**src/rtl/flash_cmd_pkg.sv**
```systemverilog
package flash_cmd_pkg;

    localparam int CMD_W = 8;
    localparam int KEY_W = 11;

    localparam logic [KEY_W-1:0] KEY_ADDR_A = 11'h555;
    localparam logic [KEY_W-1:0] KEY_ADDR_B = 11'h2AA;

    localparam logic [CMD_W-1:0] KEY_DATA_A     = 8'hAA;
    localparam logic [CMD_W-1:0] KEY_DATA_B     = 8'h55;
    localparam logic [CMD_W-1:0] OP_SETUP       = 8'h80;
    localparam logic [CMD_W-1:0] OP_CHIP        = 8'h10;
    localparam logic [CMD_W-1:0] OP_SECTOR      = 8'h30;
    localparam logic [CMD_W-1:0] OP_BYP_ENTER   = 8'h20;
    localparam logic [CMD_W-1:0] OP_PROG        = 8'hA0;
    localparam logic [CMD_W-1:0] OP_BYP_LEAVE   = 8'h90;
    localparam logic [CMD_W-1:0] OP_BYP_CONFIRM = 8'h00;

    typedef enum logic [3:0] {
        ST_READ,
        ST_KEY1,
        ST_KEY2,
        ST_PGM_ARM,
        ST_ERS_SETUP,
        ST_ERS_KEY1,
        ST_ERS_KEY2,
        ST_BYP,
        ST_BYP_PGM,
        ST_BYP_LEAVE
    } seq_state_t;

    typedef enum logic [1:0] {
        CMD_NONE,
        CMD_PROG,
        CMD_CHIP,
        CMD_SECTOR
    } cmd_kind_t;

    typedef struct packed {
        logic key_a;
        logic key_b;
        logic prog_at_key;
        logic setup;
        logic chip;
        logic sector;
        logic byp_enter;
        logic prog_any;
        logic leave_any;
        logic confirm;
    } write_class_t;

    function automatic logic in_bypass(input seq_state_t s);
        return (s == ST_BYP) || (s == ST_BYP_PGM) || (s == ST_BYP_LEAVE);
    endfunction

    function automatic logic keyed(input logic [KEY_W-1:0] a, input logic [CMD_W-1:0] d,
                                   input logic [KEY_W-1:0] ka, input logic [CMD_W-1:0] kd);
        return (a == ka) && (d == kd);
    endfunction

endpackage

```
**src/rtl/fcd_write_classifier.sv**
```systemverilog
module fcd_write_classifier
    import flash_cmd_pkg::*;
(
    input  logic [KEY_W-1:0] key_addr,
    input  logic [CMD_W-1:0] data,
    output write_class_t     wc
);
    always_comb begin
        wc             = '0;
        wc.key_a       = keyed(key_addr, data, KEY_ADDR_A, KEY_DATA_A);
        wc.key_b       = keyed(key_addr, data, KEY_ADDR_B, KEY_DATA_B);
        wc.prog_at_key = keyed(key_addr, data, KEY_ADDR_A, OP_PROG);
        wc.setup       = keyed(key_addr, data, KEY_ADDR_A, OP_SETUP);
        wc.chip        = keyed(key_addr, data, KEY_ADDR_A, OP_CHIP);
        wc.byp_enter   = keyed(key_addr, data, KEY_ADDR_A, OP_BYP_ENTER);
        wc.sector      = (data == OP_SECTOR);
        wc.prog_any    = (data == OP_PROG);
        wc.leave_any   = (data == OP_BYP_LEAVE);
        wc.confirm     = (data == OP_BYP_CONFIRM);
    end

    always_comb begin
        a_r12_class_exclusive: assert ($countones({wc.key_a, wc.key_b, wc.setup, wc.chip, wc.byp_enter, wc.prog_at_key}) <= 1);
    end
endmodule

```
**src/rtl/fcd_sequencer.sv**
```systemverilog
module fcd_sequencer
    import flash_cmd_pkg::*;
(
    input  logic         clk,
    input  logic         rst,
    input  logic         wr_en,
    input  logic         erase_busy,
    input  logic         accel_in,
    input  write_class_t wc,
    output cmd_kind_t    issue,
    output logic         bypass_active
);
    seq_state_t state_q, cur, state_d;
    logic       accel_q;
    logic       accel_fall;
    logic       take;

    assign accel_fall = accel_q && !accel_in;
    assign take       = wr_en && !erase_busy;

    always_comb begin
        if (accel_in && !in_bypass(state_q)) cur = ST_BYP;
        else                                  cur = state_q;
    end

    assign bypass_active = in_bypass(cur);

    always_comb begin
        state_d = cur;
        issue   = CMD_NONE;
        if (accel_fall) begin
            state_d = ST_READ;
        end else if (take) begin
            unique case (cur)
                ST_READ:      state_d = wc.key_a ? ST_KEY1 : ST_READ;
                ST_KEY1:      state_d = wc.key_b ? ST_KEY2 : ST_READ;
                ST_KEY2: begin
                    if (wc.prog_at_key)    state_d = ST_PGM_ARM;
                    else if (wc.setup)     state_d = ST_ERS_SETUP;
                    else if (wc.byp_enter) state_d = ST_BYP;
                    else                   state_d = ST_READ;
                end
                ST_PGM_ARM: begin
                    issue   = CMD_PROG;
                    state_d = ST_READ;
                end
                ST_ERS_SETUP: state_d = wc.key_a ? ST_ERS_KEY1 : ST_READ;
                ST_ERS_KEY1:  state_d = wc.key_b ? ST_ERS_KEY2 : ST_READ;
                ST_ERS_KEY2: begin
                    if (wc.chip)        issue = CMD_CHIP;
                    else if (wc.sector) issue = CMD_SECTOR;
                    state_d = ST_READ;
                end
                ST_BYP: begin
                    if (wc.prog_any)       state_d = ST_BYP_PGM;
                    else if (wc.leave_any) state_d = ST_BYP_LEAVE;
                    else                   state_d = ST_BYP;
                end
                ST_BYP_PGM: begin
                    issue   = CMD_PROG;
                    state_d = ST_BYP;
                end
                ST_BYP_LEAVE: state_d = wc.confirm ? ST_READ : ST_BYP;
                default:      state_d = ST_READ;
            endcase
        end
    end

    always_ff @(posedge clk) begin
        if (rst) begin
            state_q <= ST_READ;
            accel_q <= 1'b0;
        end else begin
            state_q <= state_d;
            accel_q <= accel_in;
        end
    end

    // bypass mode never launches an erase
    a_r7_bypass_no_erase: assert property (@(posedge clk) disable iff (rst)
        in_bypass(cur) |-> (issue != CMD_CHIP) && (issue != CMD_SECTOR));

    // a falling acceleration edge always lands in read mode
    a_r9_accel_release: assert property (@(posedge clk) disable iff (rst)
        (accel_q && !accel_in) |=> (state_q == ST_READ));
endmodule

```
**src/rtl/fcd_launch_reg.sv**
```systemverilog
module fcd_launch_reg
    import flash_cmd_pkg::*;
#(
    parameter int ADDR_W = 21
) (
    input  logic              clk,
    input  logic              rst,
    input  cmd_kind_t         issue,
    input  logic [ADDR_W-1:0] wr_addr,
    input  logic [CMD_W-1:0]  wr_data,
    output logic              prog_start,
    output logic              chip_erase_start,
    output logic              sector_erase_start,
    output logic [ADDR_W-1:0] cmd_addr,
    output logic [CMD_W-1:0]  cmd_data
);
    always_ff @(posedge clk) begin
        if (rst) begin
            prog_start         <= 1'b0;
            chip_erase_start   <= 1'b0;
            sector_erase_start <= 1'b0;
            cmd_addr           <= '0;
            cmd_data           <= '0;
        end else begin
            prog_start         <= (issue == CMD_PROG);
            chip_erase_start   <= (issue == CMD_CHIP);
            sector_erase_start <= (issue == CMD_SECTOR);
            if (issue != CMD_NONE) begin
                cmd_addr <= wr_addr;
                cmd_data <= wr_data;
            end
        end
    end

    // one start at a time
    a_r12_onehot_start: assert property (@(posedge clk) disable iff (rst)
        $onehot0({prog_start, chip_erase_start, sector_erase_start}));

    // pulses are one clock wide, payload held between commands
    a_r11_prog_single: assert property (@(posedge clk) disable iff (rst)
        prog_start |=> !prog_start);
    a_r11_chip_single: assert property (@(posedge clk) disable iff (rst)
        chip_erase_start |=> !chip_erase_start);
    a_r11_payload_hold: assert property (@(posedge clk) disable iff (rst)
        !(prog_start || chip_erase_start || sector_erase_start) |-> $stable(cmd_addr));
endmodule

```
**src/rtl/flash_cmd_decoder.sv**
```systemverilog
module flash_cmd_decoder
    import flash_cmd_pkg::*;
#(
    parameter int ADDR_W = 21
) (
    input  logic              clk,
    input  logic              rst,
    input  logic              wr_en,
    input  logic [ADDR_W-1:0] wr_addr,
    input  logic [7:0]        wr_data,
    input  logic              accel_in,
    input  logic              erase_busy,
    output logic              prog_start,
    output logic              chip_erase_start,
    output logic              sector_erase_start,
    output logic [ADDR_W-1:0] cmd_addr,
    output logic [7:0]        cmd_data,
    output logic              bypass_active
);
    write_class_t wc;
    cmd_kind_t    issue;

    fcd_write_classifier u_class (
        .key_addr (wr_addr[KEY_W-1:0]),
        .data     (wr_data),
        .wc       (wc)
    );

    fcd_sequencer u_seq (
        .clk           (clk),
        .rst           (rst),
        .wr_en         (wr_en),
        .erase_busy    (erase_busy),
        .accel_in      (accel_in),
        .wc            (wc),
        .issue         (issue),
        .bypass_active (bypass_active)
    );

    fcd_launch_reg #(.ADDR_W(ADDR_W)) u_launch (
        .clk                (clk),
        .rst                (rst),
        .issue              (issue),
        .wr_addr            (wr_addr),
        .wr_data            (wr_data),
        .prog_start         (prog_start),
        .chip_erase_start   (chip_erase_start),
        .sector_erase_start (sector_erase_start),
        .cmd_addr           (cmd_addr),
        .cmd_data           (cmd_data)
    );

    // a busy cycle never yields a start in the next cycle
    a_r10_busy_silent: assert property (@(posedge clk) disable iff (rst)
        erase_busy |=> !(prog_start || chip_erase_start || sector_erase_start));

    // sector start carries the address of the final write
    a_r4_sector_addr: assert property (@(posedge clk) disable iff (rst)
        sector_erase_start |-> (cmd_addr == $past(wr_addr)));

    // chip start follows a chip-erase code write
    a_r3_chip_code: assert property (@(posedge clk) disable iff (rst)
        chip_erase_start |-> ($past(wr_data) == OP_CHIP) && $past(wr_en));
endmodule

```
**config.mk**
```make
export PLATFORM = sky130hd
export DESIGN_NAME = flash_cmd_decoder
export DESIGN_NICKNAME = d
export VERILOG_FILES = /design/src/rtl/flash_cmd_pkg.sv /design/src/rtl/fcd_write_classifier.sv /design/src/rtl/fcd_sequencer.sv /design/src/rtl/fcd_launch_reg.sv /design/src/rtl/flash_cmd_decoder.sv
export SDC_FILE = /design/constraint.sdc
export NUM_CORES = 1
export LEC_CHECK = 0
export CORE_MARGIN = 2
export CORE_UTILIZATION = 59
export DETAILED_ROUTE_END_ITERATION = 16
export DONT_BUFFER_PORTS = 1
export MAX_ROUTING_LAYER = met4
export PLACE_DENSITY = 0.75
export SYNTH_ARGS = -nofsm -noshare
export SYNTH_HDL_FRONTEND = slang
export SYNTH_HIERARCHICAL = 1
export SYNTH_SLANG_ARGS = --single-unit
```
**constraint.sdc**
```tcl
create_clock -name clk -period 2.85 [get_ports clk]
set_input_delay 0.57 -clock clk [delete_from_list [all_inputs] [get_ports clk]]
set_output_delay 0.57 -clock clk [all_outputs]
set_load 0.1 [all_outputs]
```
==> run_results.csv <==
group,metric,value,unit
floorplan,fp-row-count,21,
synth,yosys.cell_count.top_type,"dfxtp_1",
cells_and_area,area_growth_syn_to_layout,4.643,%
power_and_ir_drop,p_int,0.6461,mW
power_and_ir_drop,p_clk_share,30.7,%
setup_path,cp_max_fo,13,
synth,syn_avg_cell_area,8.226,um2
drt,routedWlPerCell,16.27,um
sta,fin_hold_ws,277.5,ps
worst_hold_path,hold_class,"in2reg",
cts,tritoncts,"yes",
power_and_ir_drop,leakage,0.6495,nW
run_status,outcome,"completed",
synth,yosysSeqAreaShare,36.16,%
synth,synth_top_cell_area_share,36.16,%
sta,grt_setup_unrepaired,"false",
sta,slew_headroom,34.74,%
cts,clk_pin_slew_worst_paths,110,ps
cells_and_area,post-route-cell-area,2143,um2
cts,cts-buffers-inserted,5,
synth,ys.flop_type,"dfxtp_1",
global_route,grt_overflow,0,
place,hpwl,3271,um
cts,cts.sinks,37,
synth,synth.area.top_cells,"dfxtp_1 36%, or3b_1 12%, a21oi_1 8.8%, o21ai_0 8.8%, nor2b_1 2.4%",
synth,synth-edff-count,0,
drt,num_vias,1820,
power_and_ir_drop,power-per-cell-area,409.2,nW/um2
global_route,grt_max_degree,48,
global_route,grt_pass1_wl,7928,um
synth,yosysWarnings,6,
drt,viasPerCell,6.276,
cts,cts_buffer_depth,2,
cts,post-cts-setup-buffers,0,
sta,fin_setup_tns,0,ps
cts,hold_buffers,0,
sta,fin_crit,2391,ps
place,port_buffers,0,
floorplan,die_y,62.92,um
drt,drc,0,
cells_and_area,post-route-util,64.23,%
global_route,grt_usage,25.59,%
cells_and_area,n_fill_cell,309,
sta,timing.fmax,0.4183,GHz
place,gp_congestion,0.9347,
power_and_ir_drop,switching_share,26.33,%
sta,final_hold_viol_count,0,
global_route,antenna_found_initial,0,
cells_and_area,fin_nets,277,
setup_path,cp.arrival,1820,ps
cts,clkLatencyLatePin,340,ps
floorplan,dieWidth,62.92,um
power_and_ir_drop,combinationalPowerShare,7.0,%
synth,synthCells,249,
setup_path,crit_required,2280,ps
floorplan,die-area,3959,um2
synth,synthTopCellsByCount,"37 x dfxtp_1, 36 x a21oi_1, 36 x o21ai_0",
flow_run,drv_cap,0,
sta,tightest_slew,977.5,ps
sta,report.final.slew_viol_count,0,
power_and_ir_drop,vdd_drop_max,0.3649,mV
power_and_ir_drop,p_sw,0.2309,mW
place,place_area,2092,um2
synth,syn-cell-area,2048,um2
setup_path,startpoint_type,"register",
floorplan,core-area,3337,um2
cells_and_area,n_antenna_cell,0,
sta,fin_skew,6.150,ps
power_and_ir_drop,pwr-share-seq,62.3,%
cts,cts-resized-gates,0,
floorplan,start_util,61.38,%
drt,drt_iter0_drc,169,
synth,ys_async_sr_fraction,0,%
cells_and_area,drive_gt1_share,11.07,%
setup_path,crit_type,"reg2out",
sta,finalCritPeriodShare,83.89,%
cts,h-tree-depth,2,
drt,drt_pass1_iterations,4,
sta,setup_violations,0,
setup_path,crit_path_end_kind,"output pin",
drt,ant_nets,0,
synth,yosys.area.top_type,"dfxtp_1",
global_route,grt_pass1_vias,1700,
cts,cts_root_buffer,"clkbuf_4",
synth,synth_nets,283,
floorplan,ios,67,
drt,wirelength,4718,um
synth,ys_ff_latch,37,
synth,synth_cell_types,48,
==> cells by family after synthesis <==
| group | after synthesis | share of synthesized area (%) |
|---|---|---|
| AND/OR/NAND/NOR | 102 | 34.70 |
| flip-flops | 37 | 36.16 |
| buffers and inverters | 22 | 5.253 |
| AO/OA/AOI/OAI | 87 | 23.46 |
| XOR/XNOR | 1 | 0.4277 |
==> layout make-up <==
| class | instances | area [um2] | area share, % |
|---|---|---|---|
| Multi-Input combinational cell | 190 | 1217 | 56.80 |
| Tap cell | 46 | 57.56 | 2.685 |
| Timing Repair Buffer | 8 | 72.57 | 3.386 |
| Clock inverter | 2 | 10.01 | 0.4670 |
| Clock buffer | 6 | 41.29 | 1.926 |
| Sequential cell | 37 | 740.7 | 34.56 |
| Inverter | 1 | 3.754 | 0.1751 |
==> cells in the final DEF, fill, tap and decap left out, types with 2 or more instances in the layout <==
cell type  count
a21oi_1       36
a31o_1         2
and2_1         2
and3b_1        2
buf_4          7
clkbuf_4       5
clkinv_2       2
dfxtp_1       37
nand2_1        8
nand2b_1       6
nand3_1        4
nand4_1        4
nor2_1        12
nor2b_1        8
nor3_1         3
nor3b_1        3
nor4_1         3
nor4_2         2
nor4b_1        3
nor4bb_1       2
o21ai_0       35
or2_2          2
or3b_1        28
==> routing by layer <==
metal,share of wire [%],routed length (um),GRT usage (%),up-vias
met5,0,0,-,-
met4,0.70,33,7.500,0
met3,7.1,336,7.748,5
met2,45,2143,37.50,62
met1,47,2205,34.05,838
li1,-,-,-,915
==> power by group through the flow <==
stage          combinational (mW)  sequential [mW]  clock (mW)
6_report                   0.0611            0.546       0.270
5_1_grt                    0.0670            0.548       0.303
4_1_cts                    0.0606            0.546       0.276
3_5_place_dp               0.0604            0.558           0
3_3_place_gp               0.0598            0.558           0
2_1_floorplan              0.0713            0.548           0
==> worst paths after layout <==
check / startpoint / endpoint / slack, ps / cells after the start
max: u_seq/state_q[3] / bypass_active / 460 / 4
min: rst / u_launch/cmd_data[0] / 280 / 1
max reg2reg: u_seq/state_q[1] / u_launch/cmd_data[4] / 690 / 7
min reg2reg: u_launch/cmd_addr[5] / u_launch/cmd_addr[5] / 580 / 2
==> per-stage QoR <==
step / worst slack [ps] / std cells / total power, mW
floorplan: 249.5 / 249 / 0.6191
global placement: 397.1 / 282 / 0.6179
detailed placement: 340.9 / 282 / 0.6183
CTS: 474.0 / 290 / 0.8829
global route: 363.2 / 290 / 0.9177
finish: 459.1 / 290 / 0.8770
==> flip-flops by register name (all words and copies together), names as in the netlist <==
signal	cells
u_launch/cmd_addr	21
u_launch/cmd_data	8
u_seq/state_q	4
u_launch/chip_erase_start	1
u_launch/prog_start	1
u_launch/sector_erase_start	1
u_seq/accel_q	1
==> worst max-delay path, stage by stage (launching register included) <==
cell	delay, ps
dfxtp_1	590
nor3b_2	430
nor2_1	90
o21ai_2	70
buf_4	300
Note: power is estimated with default switching activity, not from simulation.
